File: src/rtl/pit_chan_pkg.sv
package pit_chan_pkg;

  typedef enum logic [2:0] {
    MD_TC_IRQ  = 3'd0,
    MD_ONESHOT = 3'd1,
    MD_RATE    = 3'd2,
    MD_SQUARE  = 3'd3,
    MD_SW_STB  = 3'd4,
    MD_HW_STB  = 3'd5
  } chan_mode_e;

  // codes 6 and 7 fold onto the rate and square modes
  function automatic chan_mode_e fold_mode(input logic [2:0] code);
    if (code[2:1] == 2'b11) return chan_mode_e'({1'b0, code[1:0]});
    return chan_mode_e'(code);
  endfunction

endpackage

File: src/rtl/pit_gate_sense.sv
module pit_gate_sense (
  input  logic clk,
  input  logic rst,
  input  logic gate_in,
  output logic gate_lvl,
  output logic gate_rise
);
  logic sync_q;
  logic prev_q;

  always_ff @(posedge clk) begin
    if (rst) begin
      sync_q <= 1'b0;
      prev_q <= 1'b0;
    end else begin
      sync_q <= gate_in;
      prev_q <= sync_q;
    end
  end

  assign gate_lvl  = sync_q;
  assign gate_rise = sync_q & ~prev_q;
endmodule

File: src/rtl/pit_count_core.sv
module pit_count_core
  import pit_chan_pkg::*;
#(
  parameter int CNT_W = 16
) (
  input  logic             clk,
  input  logic             rst,
  input  logic             load_stb,
  input  logic [CNT_W-1:0] load_val,
  input  logic [2:0]       load_mode,
  input  logic             gate_lvl,
  input  logic             gate_rise,
  output logic [CNT_W-1:0] count_out,
  output logic             wave_out,
  output chan_mode_e       mode_out
);
  localparam int CW = CNT_W + 1;
  localparam logic [CW-1:0] FULL = {1'b1, {CNT_W{1'b0}}};
  localparam logic [CW-1:0] WRAP = {1'b0, {CNT_W{1'b1}}};
  localparam logic [CW-1:0] ONE  = CW'(1);
  localparam logic [CW-1:0] TWO  = CW'(2);

  chan_mode_e    mode_q, mode_n;
  logic [CW-1:0] init_q, init_n;
  logic [CW-1:0] cnt_q,  cnt_n;
  logic          wave_q, wave_n;
  logic          run_q,  run_n;
  logic [CW-1:0] ld_init;
  chan_mode_e    ld_mode;

  function automatic logic [CW-1:0] step_down(input logic [CW-1:0] v);
    return (v == '0) ? WRAP : v - ONE;
  endfunction

  // high half start: round odd counts up to even
  function automatic logic [CW-1:0] high_start(input logic [CW-1:0] n);
    return n + {{CNT_W{1'b0}}, n[0]};
  endfunction

  // low half start: round odd counts down, never below one step
  function automatic logic [CW-1:0] low_start(input logic [CW-1:0] n);
    logic [CW-1:0] t;
    t = n - {{CNT_W{1'b0}}, n[0]};
    return (t == '0) ? TWO : t;
  endfunction

  assign ld_init = (load_val == '0) ? FULL : {1'b0, load_val};
  assign ld_mode = fold_mode(load_mode);

  always_comb begin
    mode_n = mode_q;
    init_n = init_q;
    cnt_n  = cnt_q;
    wave_n = wave_q;
    run_n  = run_q;
    if (load_stb) begin
      mode_n = ld_mode;
      init_n = ld_init;
      run_n  = 1'b1;
      case (ld_mode)
        MD_TC_IRQ, MD_ONESHOT: begin
          cnt_n  = ld_init;
          wave_n = 1'b0;
        end
        MD_RATE: begin
          cnt_n  = ld_init;
          wave_n = (ld_init != ONE);
        end
        MD_SQUARE: begin
          cnt_n  = high_start(ld_init);
          wave_n = 1'b1;
        end
        default: begin
          cnt_n  = ld_init;
          wave_n = 1'b1;
        end
      endcase
    end else if (run_q) begin
      case (mode_q)
        MD_TC_IRQ: begin
          if (gate_lvl) begin
            cnt_n = step_down(cnt_q);
            if (cnt_n == '0) wave_n = 1'b1;
          end
        end
        MD_ONESHOT: begin
          if (gate_rise) begin
            cnt_n  = init_q;
            wave_n = 1'b0;
          end else begin
            cnt_n = step_down(cnt_q);
            if (cnt_n == '0) wave_n = 1'b1;
          end
        end
        MD_RATE: begin
          if (gate_rise || cnt_q == ONE) cnt_n = init_q;
          else                           cnt_n = step_down(cnt_q);
          wave_n = (cnt_n != ONE);
        end
        MD_SQUARE: begin
          if (gate_rise) begin
            cnt_n  = high_start(init_q);
            wave_n = 1'b1;
          end else if (cnt_q <= TWO) begin
            wave_n = ~wave_q;
            cnt_n  = wave_q ? low_start(init_q) : high_start(init_q);
          end else begin
            cnt_n = cnt_q - TWO;
          end
        end
        MD_SW_STB: begin
          if (gate_lvl) begin
            cnt_n  = step_down(cnt_q);
            wave_n = (cnt_n != '0);
          end else begin
            wave_n = 1'b1;
          end
        end
        default: begin
          if (gate_rise) begin
            cnt_n  = init_q;
            wave_n = 1'b1;
          end else begin
            cnt_n  = step_down(cnt_q);
            wave_n = (cnt_n != '0);
          end
        end
      endcase
    end
  end

  always_ff @(posedge clk) begin
    if (rst) begin
      mode_q <= MD_TC_IRQ;
      init_q <= FULL;
      cnt_q  <= '0;
      wave_q <= 1'b0;
      run_q  <= 1'b0;
    end else begin
      mode_q <= mode_n;
      init_q <= init_n;
      cnt_q  <= cnt_n;
      wave_q <= wave_n;
      run_q  <= run_n;
    end
  end

  assign count_out = cnt_q[CNT_W-1:0];
  assign wave_out  = wave_q;
  assign mode_out  = mode_q;
endmodule

File: src/rtl/pit_irq_gate.sv
module pit_irq_gate (
  input  logic clk,
  input  logic rst,
  input  logic wave_in,
  input  logic mask_in,
  output logic irq_out
);
  always_ff @(posedge clk) begin
    if (rst) irq_out <= 1'b0;
    else     irq_out <= wave_in & ~mask_in;
  end
endmodule

File: src/rtl/pit_channel.sv
module pit_channel
  import pit_chan_pkg::*;
#(
  parameter int CNT_W = 16
) (
  input  logic             clk,
  input  logic             rst,
  input  logic             load_stb,
  input  logic [CNT_W-1:0] load_val,
  input  logic [2:0]       load_mode,
  input  logic             gate,
  input  logic             irq_mask,
  output logic [CNT_W-1:0] count_out,
  output logic             wave_out,
  output logic             irq_out
);
  logic       gate_lvl;
  logic       gate_rise;
  chan_mode_e cur_mode;

  pit_gate_sense u_gate (
    .clk       (clk),
    .rst       (rst),
    .gate_in   (gate),
    .gate_lvl  (gate_lvl),
    .gate_rise (gate_rise)
  );

  pit_count_core #(.CNT_W(CNT_W)) u_core (
    .clk       (clk),
    .rst       (rst),
    .load_stb  (load_stb),
    .load_val  (load_val),
    .load_mode (load_mode),
    .gate_lvl  (gate_lvl),
    .gate_rise (gate_rise),
    .count_out (count_out),
    .wave_out  (wave_out),
    .mode_out  (cur_mode)
  );

  pit_irq_gate u_irq (
    .clk     (clk),
    .rst     (rst),
    .wave_in (wave_out),
    .mask_in (irq_mask),
    .irq_out (irq_out)
  );
endmodule

File: config.mk
export PLATFORM = sky130hd
export DESIGN_NAME = pit_channel
export DESIGN_NICKNAME = d
export VERILOG_FILES = /design/src/rtl/pit_chan_pkg.sv /design/src/rtl/pit_gate_sense.sv /design/src/rtl/pit_count_core.sv /design/src/rtl/pit_irq_gate.sv /design/src/rtl/pit_channel.sv
export SDC_FILE = /design/constraint.sdc
export NUM_CORES = 1
export LEC_CHECK = 0
export BUFFER_PORTS_ARGS = -buffer_cell sky130_fd_sc_hd__buf_2
export CAP_MARGIN = 20
export CELL_PAD_IN_SITES_DETAIL_PLACEMENT = 1
export CELL_PAD_IN_SITES_GLOBAL_PLACEMENT = 1
export CORE_UTILIZATION = 40
export CTS_CLUSTER_SIZE = 12
export DETAILED_ROUTE_END_ITERATION = 8
export PLACE_DENSITY_LB_ADDON = 0.1
export SLEW_MARGIN = 20
export SYNTH_ARGS = -nofsm -noshare
export SYNTH_HDL_FRONTEND = slang
export SYNTH_SLANG_ARGS = --single-unit
File: constraint.sdc
create_clock -name clk -period 4.1 [get_ports clk]
set_clock_uncertainty 0.15 [all_clocks]
set_input_delay 0.205 -clock clk [delete_from_list [all_inputs] [get_ports clk]]
set_output_delay 0.205 -clock clk [all_outputs]
set_load 0.05 [all_outputs]
[After elaboration in Yosys (flattened, before gate mapping)]
Index checks and enable logic that the tools add are counted.
Word-level totals
  input bits: 24
  flip-flop bits (word level): 42
  logic and storage cells: 76
  output and inout bits: 18
Cells by class
  $lt $le $gt $ge: 1
  bitwise operators: 5
  equality and inequality tests: 14
  add/sub/neg operators: 5
  reductions and logical operators: 13
  muxes and demuxes: 30
Operator list (number)
  17-bit two-way mux: 15
  17-bit logical NOT: 3
  17-bit one-hot mux with 3 select lines: 1
  17-bit by 1-bit adder with 17-bit output: 2
  17-bit by 1-bit inequality test with 1-bit output, second input constant: 2
  17-bit by 1-bit equality test with 1-bit output, second input constant: 1
  17-bit by 2-bit less-or-equal comparator with 1-bit output, second input constant: 1
  17-bit nonzero test: 1
  17-bit by 1-bit subtractor with 17-bit output: 1
  17-bit by 1-bit subtractor with 17-bit output, second input constant: 1
  17-bit by 2-bit subtractor with 17-bit output, second input constant: 1
  16-bit logical NOT: 1
  3-bit by 2-bit equality test with 1-bit output, second input constant: 4
  1-bit two-way mux: 10
  3-bit by 1-bit equality test with 1-bit output, second input constant: 2
  3-bit logical NOT: 2
  3-bit two-way mux: 2
  1-bit one-hot mux with 5 select lines: 1
  4-bit by 2-bit inequality test with 1-bit output, second input constant: 1
  2-bit OR reduction: 2
  3-bit equality test, second input constant: 1
  3-bit by 1-bit inequality test with 1-bit output, second input constant: 1
  3-bit inequality test, second input constant: 1
  1-bit NOT: 3
  other kinds (7): 8

[Logic depth before layout (Yosys ltp)]
Gate-level depths: netlist (run 1).
  depth after elaboration: 11
  mapped depth: 13
  depth with buffers taken out: 10

[Hierarchy]
From an unflattened synthesis (run 1), not the netlist that was laid out.
Unflattened totals
  cells, all modules: 611
  area, all modules: 4470.5 µm²
By module, submodules not included
  pit_count_core: sequential area each 780.7 µm², area an instance 4376.7 µm², instances 1, cells each 604
  pit_gate_sense: sequential area each 40.0 µm², area an instance 61.3 µm², instances 1, cells each 5
  pit_irq_gate: sequential area each 20.0 µm², area an instance 32.5 µm², instances 1, cells each 2

[Least setup slack after synthesis (run 1)]
No wires, ideal clock.
  path kind: reg2reg
  start: register u_core.cnt_q[1]
  end: register u_core.wave_q, in the netlist u_core.wave_out
  library setup time: 0.088 ns
  buffers on the path: 1
  stages on the path, launching flop included: 12
  arrival time: 3.064 ns
  clock period less this slack: 3.302 ns
  slack: 0.798 ns
  data required time: 3.862 ns
  cells stage by stage: dfxtp_1 inv_1 ha_1 or3b_1 buf_6 o31a_1 nor4_4 nand4_1 or4b_1 nor3b_1 o32a_1 o32ai_2
On the way
  word-level cells in the longest chain between the ends: 10
  elaborated cells between the ends (all ways): 23
Ends and longest elaborated chain
  from (decl): RTL line pit_count_core.sv:25  | logic [CW-1:0] cnt_q, cnt_n;
  from (signal assigned): RTL line pit_count_core.sv:142  | cnt_q <= cnt_n;
  17-bit by 1-bit subtractor with 17-bit output (tied with other cells): RTL line pit_count_core.sv:32  | return (v == '0) ? WRAP : v - ONE;
  17-bit two-way mux / 1-bit logical OR (equally long branches): RTL line pit_count_core.sv:32, pit_count_core.sv:96
  17-bit two-way mux: RTL line pit_count_core.sv:96  | if (gate_rise || cnt_q == ONE) cnt_n = init_q;
  17-bit two-way mux: RTL line pit_count_core.sv:79  | case (mode_q)
  17-bit two-way mux: RTL line pit_count_core.sv:78  | end else if (run_q) begin
  17-bit two-way mux: RTL line pit_count_core.sv:56  | if (load_stb) begin
  17-bit by 1-bit inequality test with 1-bit output: RTL line pit_count_core.sv:98  | wave_n = (cnt_n != ONE);
  1-bit one-hot mux with 5 select lines: RTL line pit_count_core.sv:79
  1-bit two-way mux: RTL line pit_count_core.sv:78
  1-bit two-way mux: RTL line pit_count_core.sv:56
  to (signal assigned): RTL line pit_count_core.sv:143  | wave_q <= wave_n;
  to (decl): RTL line pit_count_core.sv:26  | logic wave_q, wave_n;
Parallel ways exist; a longest one is shown, timed or not. The select of a mux whose other input is x is not followed.
A chain may end at the register's enable or synchronous reset.

[Final worst setup path (run 1)]
Ends and elaborated chain as after synthesis.

==> results of run 1 <==
==> cells in the mapped netlist, drive strengths merged, types with 11 or more instances <==
cell,count
a2111oi,12
a211oi,11
a21oi,44
a31oi,11
buf,29
clkbuf,43
dfxtp,42
inv,15
mux2i,23
nand2,41
nand2b,12
nand3,30
nand4,11
nor2,77
nor3,19
nor4,16
o21ai,32
xnor2,25
xor2,17
==> kinds of logic (layout without fill, tap and decap cells) <==
logic type,Yosys count,after routing,share of synthesized area (%)
AO/OA/AOI/OAI,161,161,25.2
flip-flops,42,42,19.4
buffers and inverters,87,78,9.62
AND/OR/NAND/NOR,251,251,29.5
XOR/XNOR,42,42,8.47
adder cells (fa/ha/maj),9,9,2.59
multiplexers,23,23,5.30
==> how the worst max path moves through the flow <==
stage	startpoint	endpoint	slack (ns)	depth (start not counted)
2_1_floorplan	u_core.cnt_q[1]$_SDFFE_PP0P_	u_core.wave_out$_SDFFE_PP0P_	0.80	11
3_3_place_gp	u_core.cnt_q[1]$_SDFFE_PP0P_	u_core.wave_out$_SDFFE_PP0P_	0.56	10
4_1_cts	u_core.cnt_q[1]$_SDFFE_PP0P_	u_core.wave_out$_SDFFE_PP0P_	0.38	10
6_report	u_core.cnt_q[1]$_SDFFE_PP0P_	u_core.wave_out$_SDFFE_PP0P_	0.38	10
3_5_place_dp	u_core.cnt_q[1]$_SDFFE_PP0P_	u_core.wave_out$_SDFFE_PP0P_	0.43	10
5_1_grt	u_core.cnt_q[1]$_SDFFE_PP0P_	u_core.cnt_q[11]$_SDFFE_PP0P_	0.08	11
==> per-layer routing <==
metal / vias to the layer above / routed length, µm / track usage [%]
met5: - / 13 / 0
met4: 2 / 528 / 12.7
met3: 33 / 1400 / 6.25
met2: 230 / 7530 / 47.4
met1: 2322 / 7800 / 43.4
li1: 2216 / - / -
==> tightest hold or removal path: stages <==
cell	delay, ns
buf_2	0.11
nand3b_1	0.08
a21oi_1	0.06
==> area by class of cell <==
| cell class | instances | area share (%) |
|---|---|---|
| clock buffer | 6 | 1.59 |
| clock inverter | 2 | 0.302 |
| inverter | 15 | 1.23 |
| multi-input combinational | 486 | 67.8 |
| sequential | 42 | 18.4 |
| tap | 136 | 3.73 |
| timing repair buffer | 55 | 6.92 |
==> through the flow <==
stage	power, mW	setup slack (ns)	cell area [µm²]
2_1_floorplan	0.940	0.798	4340
3_3_place_gp	1.09	0.558	4450
3_5_place_dp	1.10	0.429	4450
4_1_cts	1.40	0.384	4560
5_1_grt	1.47	0.0812	4560
6_report	1.40	0.383	4560
==> state kept, by name (all words and copies together) (netlist names) <==
register         count
u_core.cnt_q        17
u_core.init_q       17
u_core.mode_out      3
u_core.run_q         1
u_core.wave_out      1
u_gate.gate_lvl      1
u_gate.prev_q        1
u_irq.irq_out        1
==> power by group through the flow <==
stage	Clock, mW	Combinational (mW)	Sequential [mW]
detailed placement	0	0.575	0.524
global route	0.311	0.637	0.523
floorplan	0	0.467	0.472
finish	0.289	0.593	0.518
global placement	0	0.570	0.522
CTS	0.302	0.582	0.515
==> timing repair <==
action,4_1_cts,5_1_grt
setup endpoints to repair,0,0
hold endpoints to repair,2,0
hold buffers,2,0
==> results.yml, run 1 <==
finish:
  multiInputGateArea_um2: 3090
  seqCellArea_um2: 841
  synthToLayoutAreaGrowth_pct: 4.98
  fin_nets: 638
  layout-drive-gt1-share_pct: 11.2
  final_common_cell: "nor2_1"
  fin_util_pct: 43.8
  num_antenna_cells: 0
  final_cell_mix: "77 x nor2_1, 43 x a21oi_1, 42 x dfxtp_1"
  stdcell_count: 742
  fillers: 1363
detailed_routing:
  ant_nets: 0
  via_count: 4803
  first_pass_iters: 5
  wire_per_inst_um: 23.3
  drc: 0
  avgViaCountPerCell: 6.47
  wl_mm: 17.3
  drt_iter0_drc: 481
sta:
  relSlewSlack_pct: 37.9
  fin_crit_sh_pct: 90.6
  worstMarginPinSlew_ns: 0.931
  finalHoldViolCount: 0
  period_minus_slack_ns: 3.72
  setup_viol: 0
  slew_viol_final: 0
  fmax_mhz: 269
  rsz0062_at_grt: "false"
  timing.hold.ws_ns: 0.0358
  setup_tns_ns: 0
power:
  powerDensity_nw_per_um2: 307
  combPwrFrac_pct: 42.4
  swShare_pct: 45.6
  seq_power_share_pct: 37.0
  irDropWorstVdd_v: 0.000132
  p_switching_uw: 638
  internal-power_uw: 761
  clkPwrFrac_pct: 20.6
  p_leak_nw: 1.71
cts:
  clk_latency_ns: 0.32
  cts.path.max_buffers: 2
  numCtsBuffers: 5
  cts_tree: "yes"
  htree_levels: 2
  numClockSinks: 42
  cts_setup_buffers: 0
  clkTransAtPathRegs_ns: 0.09
  ctsRootBufferMaster: "clkbuf_8"
  ctsResizeCount: 0
die:
  start_util_pct: 41.7
  coreArea_um2: 10400
  ios: 42
  num_rows: 37
  die_w_um: 106
  dieArea_um2: 11300
  die_height_um: 106
critical_path:
  crit_buf_inv: 1
  required_ns: 4.19
  crit_chain: "inv_1 -> ha_1 -> or3b_1 -> o31a_1 -> nor4_4 -> nand4_1 -> or4b_1 -> nor3b_1 -> o32a_1 -> o32ai_2"
  start_kind: "register"
  end_kind: "register"
  r2r_slack_ns: 0.38
  worstReg2RegEnd: "u_core.wave_out$_SDFFE_PP0P_"
  crit_arrival_ns: 3.81
  slowest_delay_ns: 0.58
  worst-setup-path-type: "reg2reg"
  worstRegToRegCells: 10
  r2r_start: "u_core.cnt_q[1]$_SDFFE_PP0P_"
  cp_max_fo: 8
  slowest_stage: "or4b_1"
  crit_family: "simple AND/OR/NAND/NOR gates"
hold_path:
  min_to: "u_core.mode_out[2]$_SDFFE_PP0P_"
  whs_path_depth: 3
  min-delay-start: "load_mode[2]"
  hold_path.class: "in2reg"
outcome:
  status: "complete, no violations"
placement:
  dpl.hpwl_mm: 13.0
  place_congestion: 0.912
  portBuffers: 41
  dp_cells: 732
logic_synthesis:
  synthCells: 615
  synth_top_area_share_pct: 19.4
  avgSynthCellArea_um2: 7.06
  ys.flop_type: "dfxtp_1"
  async_flop_share_pct: 0
  synth_cell_type_count: 66
  synth.cell_area_um2: 4340
  synth_top_area_cell: "dfxtp_1"
  synth_warnings: 0
  ys_ff_latch: 42
  synth_edf_count: 0
  synth-seq-area-share_pct: 19.4
  synthTopCellsByArea: "dfxtp_1 19%, nor2_1 6.7%, mux2i_1 5.3%, xnor2_1 5.0%, a21oi_1 5.0%"
  syn-num-nets: 648
run:
  max_cap_violations: 0
grt:
  grt_overflow_total: 0
  grt_first_pass_wirelength_mm: 26.8
  track_usage_pct: 31.4
  grt_pass1_vias: 4562
  grt_max_degree: 44
  antenna_found_initial: 1
Note: power is estimated with default switching activity, not from simulation.
==> inputs of run 2 (changes only) <==
ABC_CLOCK_PERIOD_IN_PS = 4100   (was unset)
CTS_BUF_LIST = sky130_fd_sc_hd__clkbuf_2   (was unset)
==> run 2 against run 1 <==
Compared with the run above: global-route usage up 0.29 points; largest cell class unchanged; sequential power barely moved; largest power group unchanged; first-iteration DRC count increased by 0.42%; sequential share of layout area decreased by 0.62 points; die area stayed put.
==> results.yml, run 2 (same netlist as run 1, synthesis figures left out) <==
die:
  num_rows: 37
  ios: 42
  coreArea_um2: 10400
  die_height_um: 106
  dieArea_um2: 11300
  die_w_um: 106
  start_util_pct: 41.7
finish:
  num_antenna_cells: 0
  final_common_cell: "nor2_1"
  fin_nets: 658
  fillers: 1358
  layout-drive-gt1-share_pct: 11.0
  stdcell_count: 762
  synthToLayoutAreaGrowth_pct: 8.61
  final_cell_mix: "77 x nor2_1, 43 x a21oi_1, 42 x dfxtp_1"
grt:
  track_usage_pct: 31.7
  antenna_found_initial: 1
  grt_max_degree: 44
  grt_pass1_vias: 4742
  grt_overflow_total: 0
  grt_first_pass_wirelength_mm: 27.2
cts:
  clkTransAtPathRegs_ns: 0.25
  numClockSinks: 42
  numCtsBuffers: 5
  cts_setup_buffers: 0
  clk_latency_ns: 0.46
  htree_levels: 2
  cts.path.max_buffers: 2
  ctsResizeCount: 0
  cts_hold_buf: 22
  ctsRootBufferMaster: "clkbuf_2"
  cts_tree: "yes"
sta:
  rsz0062_at_grt: "false"
  setup_tns_ns: 0
  finalHoldViolCount: 0
  relSlewSlack_pct: 41.6
  setup_viol: 0
  slew_viol_final: 0
  worstMarginPinSlew_ns: 0.877
  fmax_mhz: 266
  period_minus_slack_ns: 3.76
  fin_crit_sh_pct: 91.8
critical_path:
  crit_arrival_ns: 4.02
  end_kind: "register"
  cp_max_fo: 8
  required_ns: 4.35
  worst-setup-path-type: "reg2reg"
  start_kind: "register"
outcome:
  status: "complete, no violations"
detailed_routing:
  first_pass_iters: 5
  wire_per_inst_um: 22.9
  ant_nets: 0
  avgViaCountPerCell: 6.37
  drc: 0
  drt_iter0_drc: 483
  wl_mm: 17.5
  via_count: 4851
run:
  max_cap_violations: 0
placement:
  place_congestion: 0.912
  dp_cells: 732
  portBuffers: 41
  dpl.hpwl_mm: 13.0
power:
  irDropWorstVdd_v: 0.000124
  power_mw: 1.33
  powerDensity_nw_per_um2: 282
  p_leak_nw: 1.77
hold_path:
  hold_path.class: "in2reg"
## run 2: area by class of cell
| type | count | area, µm² | share of cell area [%] |
|---|---|---|---|
| clock buffer | 6 | 30.0 | 0.637 |
| clock inverter | 2 | 13.8 | 0.292 |
| inverter | 15 | 56.3 | 1.19 |
| multi-input combinational | 486 | 3090 | 65.5 |
| sequential | 42 | 841 | 17.8 |
| tap | 136 | 170 | 3.61 |
| timing repair buffer | 75 | 515 | 10.9 |
## run 2: metrics by stage
stage	worst slack, ns	hold WS (ns)	util, %	instance area, µm²
after global placement	0.558	0.218	42.8	4450
after detailed placement	0.429	0.226	42.8	4450
final	0.336	0.0698	45.3	4720
after global routing	0.102	0.0871	45.3	4720
after CTS	0.358	0.0634	45.3	4720
after floorplan	0.798	0.132	-	4340
## run 2: path summary, 6_finish.rpt
path              slack (ns)                           end                          from  depth (start not counted)
hold / removal          0.07     u_core.run_q$_SDFFE_PP0P_                      load_stb                          3
setup reg to reg        0.34  u_core.wave_out$_SDFFE_PP0P_  u_core.cnt_q[1]$_SDFFE_PP0P_                         10
hold reg to reg         0.38     u_core.run_q$_SDFFE_PP0P_     u_core.run_q$_SDFFE_PP0P_                          2
setup / recovery        0.34  u_core.wave_out$_SDFFE_PP0P_  u_core.cnt_q[1]$_SDFFE_PP0P_                         10
## run 2: layer usage
layer | vias up | wire length, µm | track usage (%)
li1 | 2267 | - | -
met1 | 2300 | 7790 | 42.4
met2 | 237 | 7600 | 48.9
met3 | 45 | 1440 | 7.30
met4 | 2 | 605 | 12.4
met5 | - | 13 | 0
## run 2: worst max-delay path: stages (launching register included)
cell	delay, ns
dfxtp_1	0.40
inv_1	0.22
ha_1	0.33
or3b_1	0.51
o31a_1	0.32
nor4_4	0.25
nand4_1	0.19
or4b_1	0.58
nor3b_1	0.16
o32a_1	0.35
o32ai_2	0.24
## run 2: power breakdown
part / internal [mW] / switching (mW) / total (mW)
logic: 0.215 / 0.393 / 0.608
clock network: 0.0450 / 0.160 / 0.205
registers: 0.439 / 0.0801 / 0.519
==> inputs of run 3 (changes only) <==
HOLD_SLACK_MARGIN = 0.08   (was unset)
==> run 3 against run 2 <==
Compared with the run above: non-clock buffer count up 1; utilization grew 0.096 points; hold slack better by 0.11 ns; final cell count increased by 0.13%; critical path depth is the same; first-iteration DRC count is 16% lower; worst setup slack worse by 0.013 ns; maximum frequency down 0.35%; register-to-register slack about the same; clock power about the same; sequential share of layout area about the same; critical endpoint unchanged.
==> results.yml, run 3 (same netlist as run 1, synthesis figures left out) <==
outcome:
  status: "complete, no violations"
detailed_routing:
  ant_nets: 0
  via_count: 4920
  drt_iter0_drc: 407
  avgViaCountPerCell: 6.45
  wire_per_inst_um: 22.9
  drc: 0
  wl_mm: 17.5
  first_pass_iters: 5
critical_path:
  start_kind: "register"
  crit_chain: "inv_1 -> ha_1 -> or3b_1 -> o31a_1 -> nor4_4 -> nand4_1 -> or4b_1 -> nor3b_1 -> o32a_1 -> o32ai_2"
  worst-setup-path-type: "reg2reg"
  slowest_stage: "or4b_1"
  slowest_delay_ns: 0.59
  worstSetupStartpoint: "u_core.cnt_q[1]$_SDFFE_PP0P_"
  r2r_start: "u_core.cnt_q[1]$_SDFFE_PP0P_"
  required_ns: 4.35
  end_kind: "register"
  cp_max_fo: 8
  crit_arrival_ns: 4.03
sta:
  setup_tns_ns: 0
  period_minus_slack_ns: 3.78
  setup_viol: 0
  timing.hold.ws_ns: 0.185
  relSlewSlack_pct: 39.7
  rsz0062_at_grt: "false"
  worstMarginPinSlew_ns: 0.904
  slew_viol_final: 0
  fin_crit_sh_pct: 92.1
  fmax_mhz: 265
  finalHoldViolCount: 0
die:
  num_rows: 37
  start_util_pct: 41.7
  die_w_um: 106
  dieArea_um2: 11300
  ios: 42
  coreArea_um2: 10400
  die_height_um: 106
cts:
  numClockSinks: 42
  ctsResizeCount: 0
  cts.path.max_buffers: 2
  clkTransAtPathRegs_ns: 0.25
  cts_tree: "yes"
  clk_latency_ns: 0.46
  cts_hold_buf: 23
  numCtsBuffers: 5
  ctsRootBufferMaster: "clkbuf_2"
  htree_levels: 2
  cts_setup_buffers: 0
grt:
  grt_overflow_total: 0
  grt_first_pass_wirelength_mm: 27.2
  grt_max_degree: 44
  track_usage_pct: 31.7
  antenna_found_initial: 1
  grt_pass1_vias: 4743
finish:
  final_common_cell: "nor2_1"
  fin_nets: 659
  stdcell_area_um2: 4730
  layout-drive-gt1-share_pct: 11.0
  fin_util_pct: 45.4
  final_cell_mix: "77 x nor2_1, 43 x a21oi_1, 42 x dfxtp_1"
  synthToLayoutAreaGrowth_pct: 8.84
  num_antenna_cells: 0
placement:
  place_congestion: 0.912
  portBuffers: 41
  dpl.hpwl_mm: 13.0
  dpl-instance-area_um2: 4450
power:
  p_leak_nw: 1.78
  irDropWorstVdd_v: 0.000124
  powerDensity_nw_per_um2: 282
hold_path:
  min-delay-start: "rst"
  hold_path.class: "in2reg"
run:
  max_cap_violations: 0
[run 3: cell types whose count changed in the layout (fill, tap and decap cells not counted), sizes merged]
| cell | delta |
|---|---|
| dlygate4sd3 | +1 |
[run 3: per-stage QoR]
stage / cells / setup WS, ns / power (mW)
2_1_floorplan: 615 / 0.798 / 0.940
3_3_place_gp: 732 / 0.558 / 1.09
3_5_place_dp: 732 / 0.429 / 1.10
4_1_cts: 763 / 0.358 / 1.33
5_1_grt: 763 / 0.102 / 1.40
6_report: 763 / 0.322 / 1.33
[run 3: path summary, 6_finish.rpt]
| kind | depth (start not counted) | slack [ns] | end |
|---|---|---|---|
| max | 10 | 0.32 | u_core.wave_out$_SDFFE_PP0P_ |
| min | 2 | 0.18 | u_core.init_q[15]$_SDFFE_PP0P_ |
| max reg2reg | 10 | 0.32 | u_core.wave_out$_SDFFE_PP0P_ |
| min reg2reg | 2 | 0.38 | u_core.run_q$_SDFFE_PP0P_ |
[run 3: worst max-delay path, delay by kind of cell, from the launching register on]
family                     cells  cell delay (ns)
and+or+nand+nor                5             1.70
adders and majority gates      1             0.34
AOI/OAI and AO/OA              3             0.90
buffers and inverters          1             0.22
DFF                            1             0.40
[run 3: power by group]
group / switching (mW) / internal (mW)
registers: 0.0796 / 0.439
clock network: 0.160 / 0.0450
logic: 0.393 / 0.216
total: 0.633 / 0.700
[run 3: routing by layer]
layer / share of wire, % / GRT usage [%]
met1: 44 / 42.4
met2: 44 / 48.9
met3: 8.5 / 7.30
met4: 3.4 / 12.4
met5: 0.074 / 0
[run 3: final cells by class]
| class | count | area (µm²) |
|---|---|---|
| Clock buffer | 6 | 30.0 |
| Tap cell | 136 | 170 |
| Timing Repair Buffer | 76 | 526 |
| Sequential cell | 42 | 841 |
| Fill cell | 1358 | 5690 |
| Inverter | 15 | 56.3 |
| Multi-Input combinational cell | 486 | 3090 |
| Clock inverter | 2 | 13.8 |
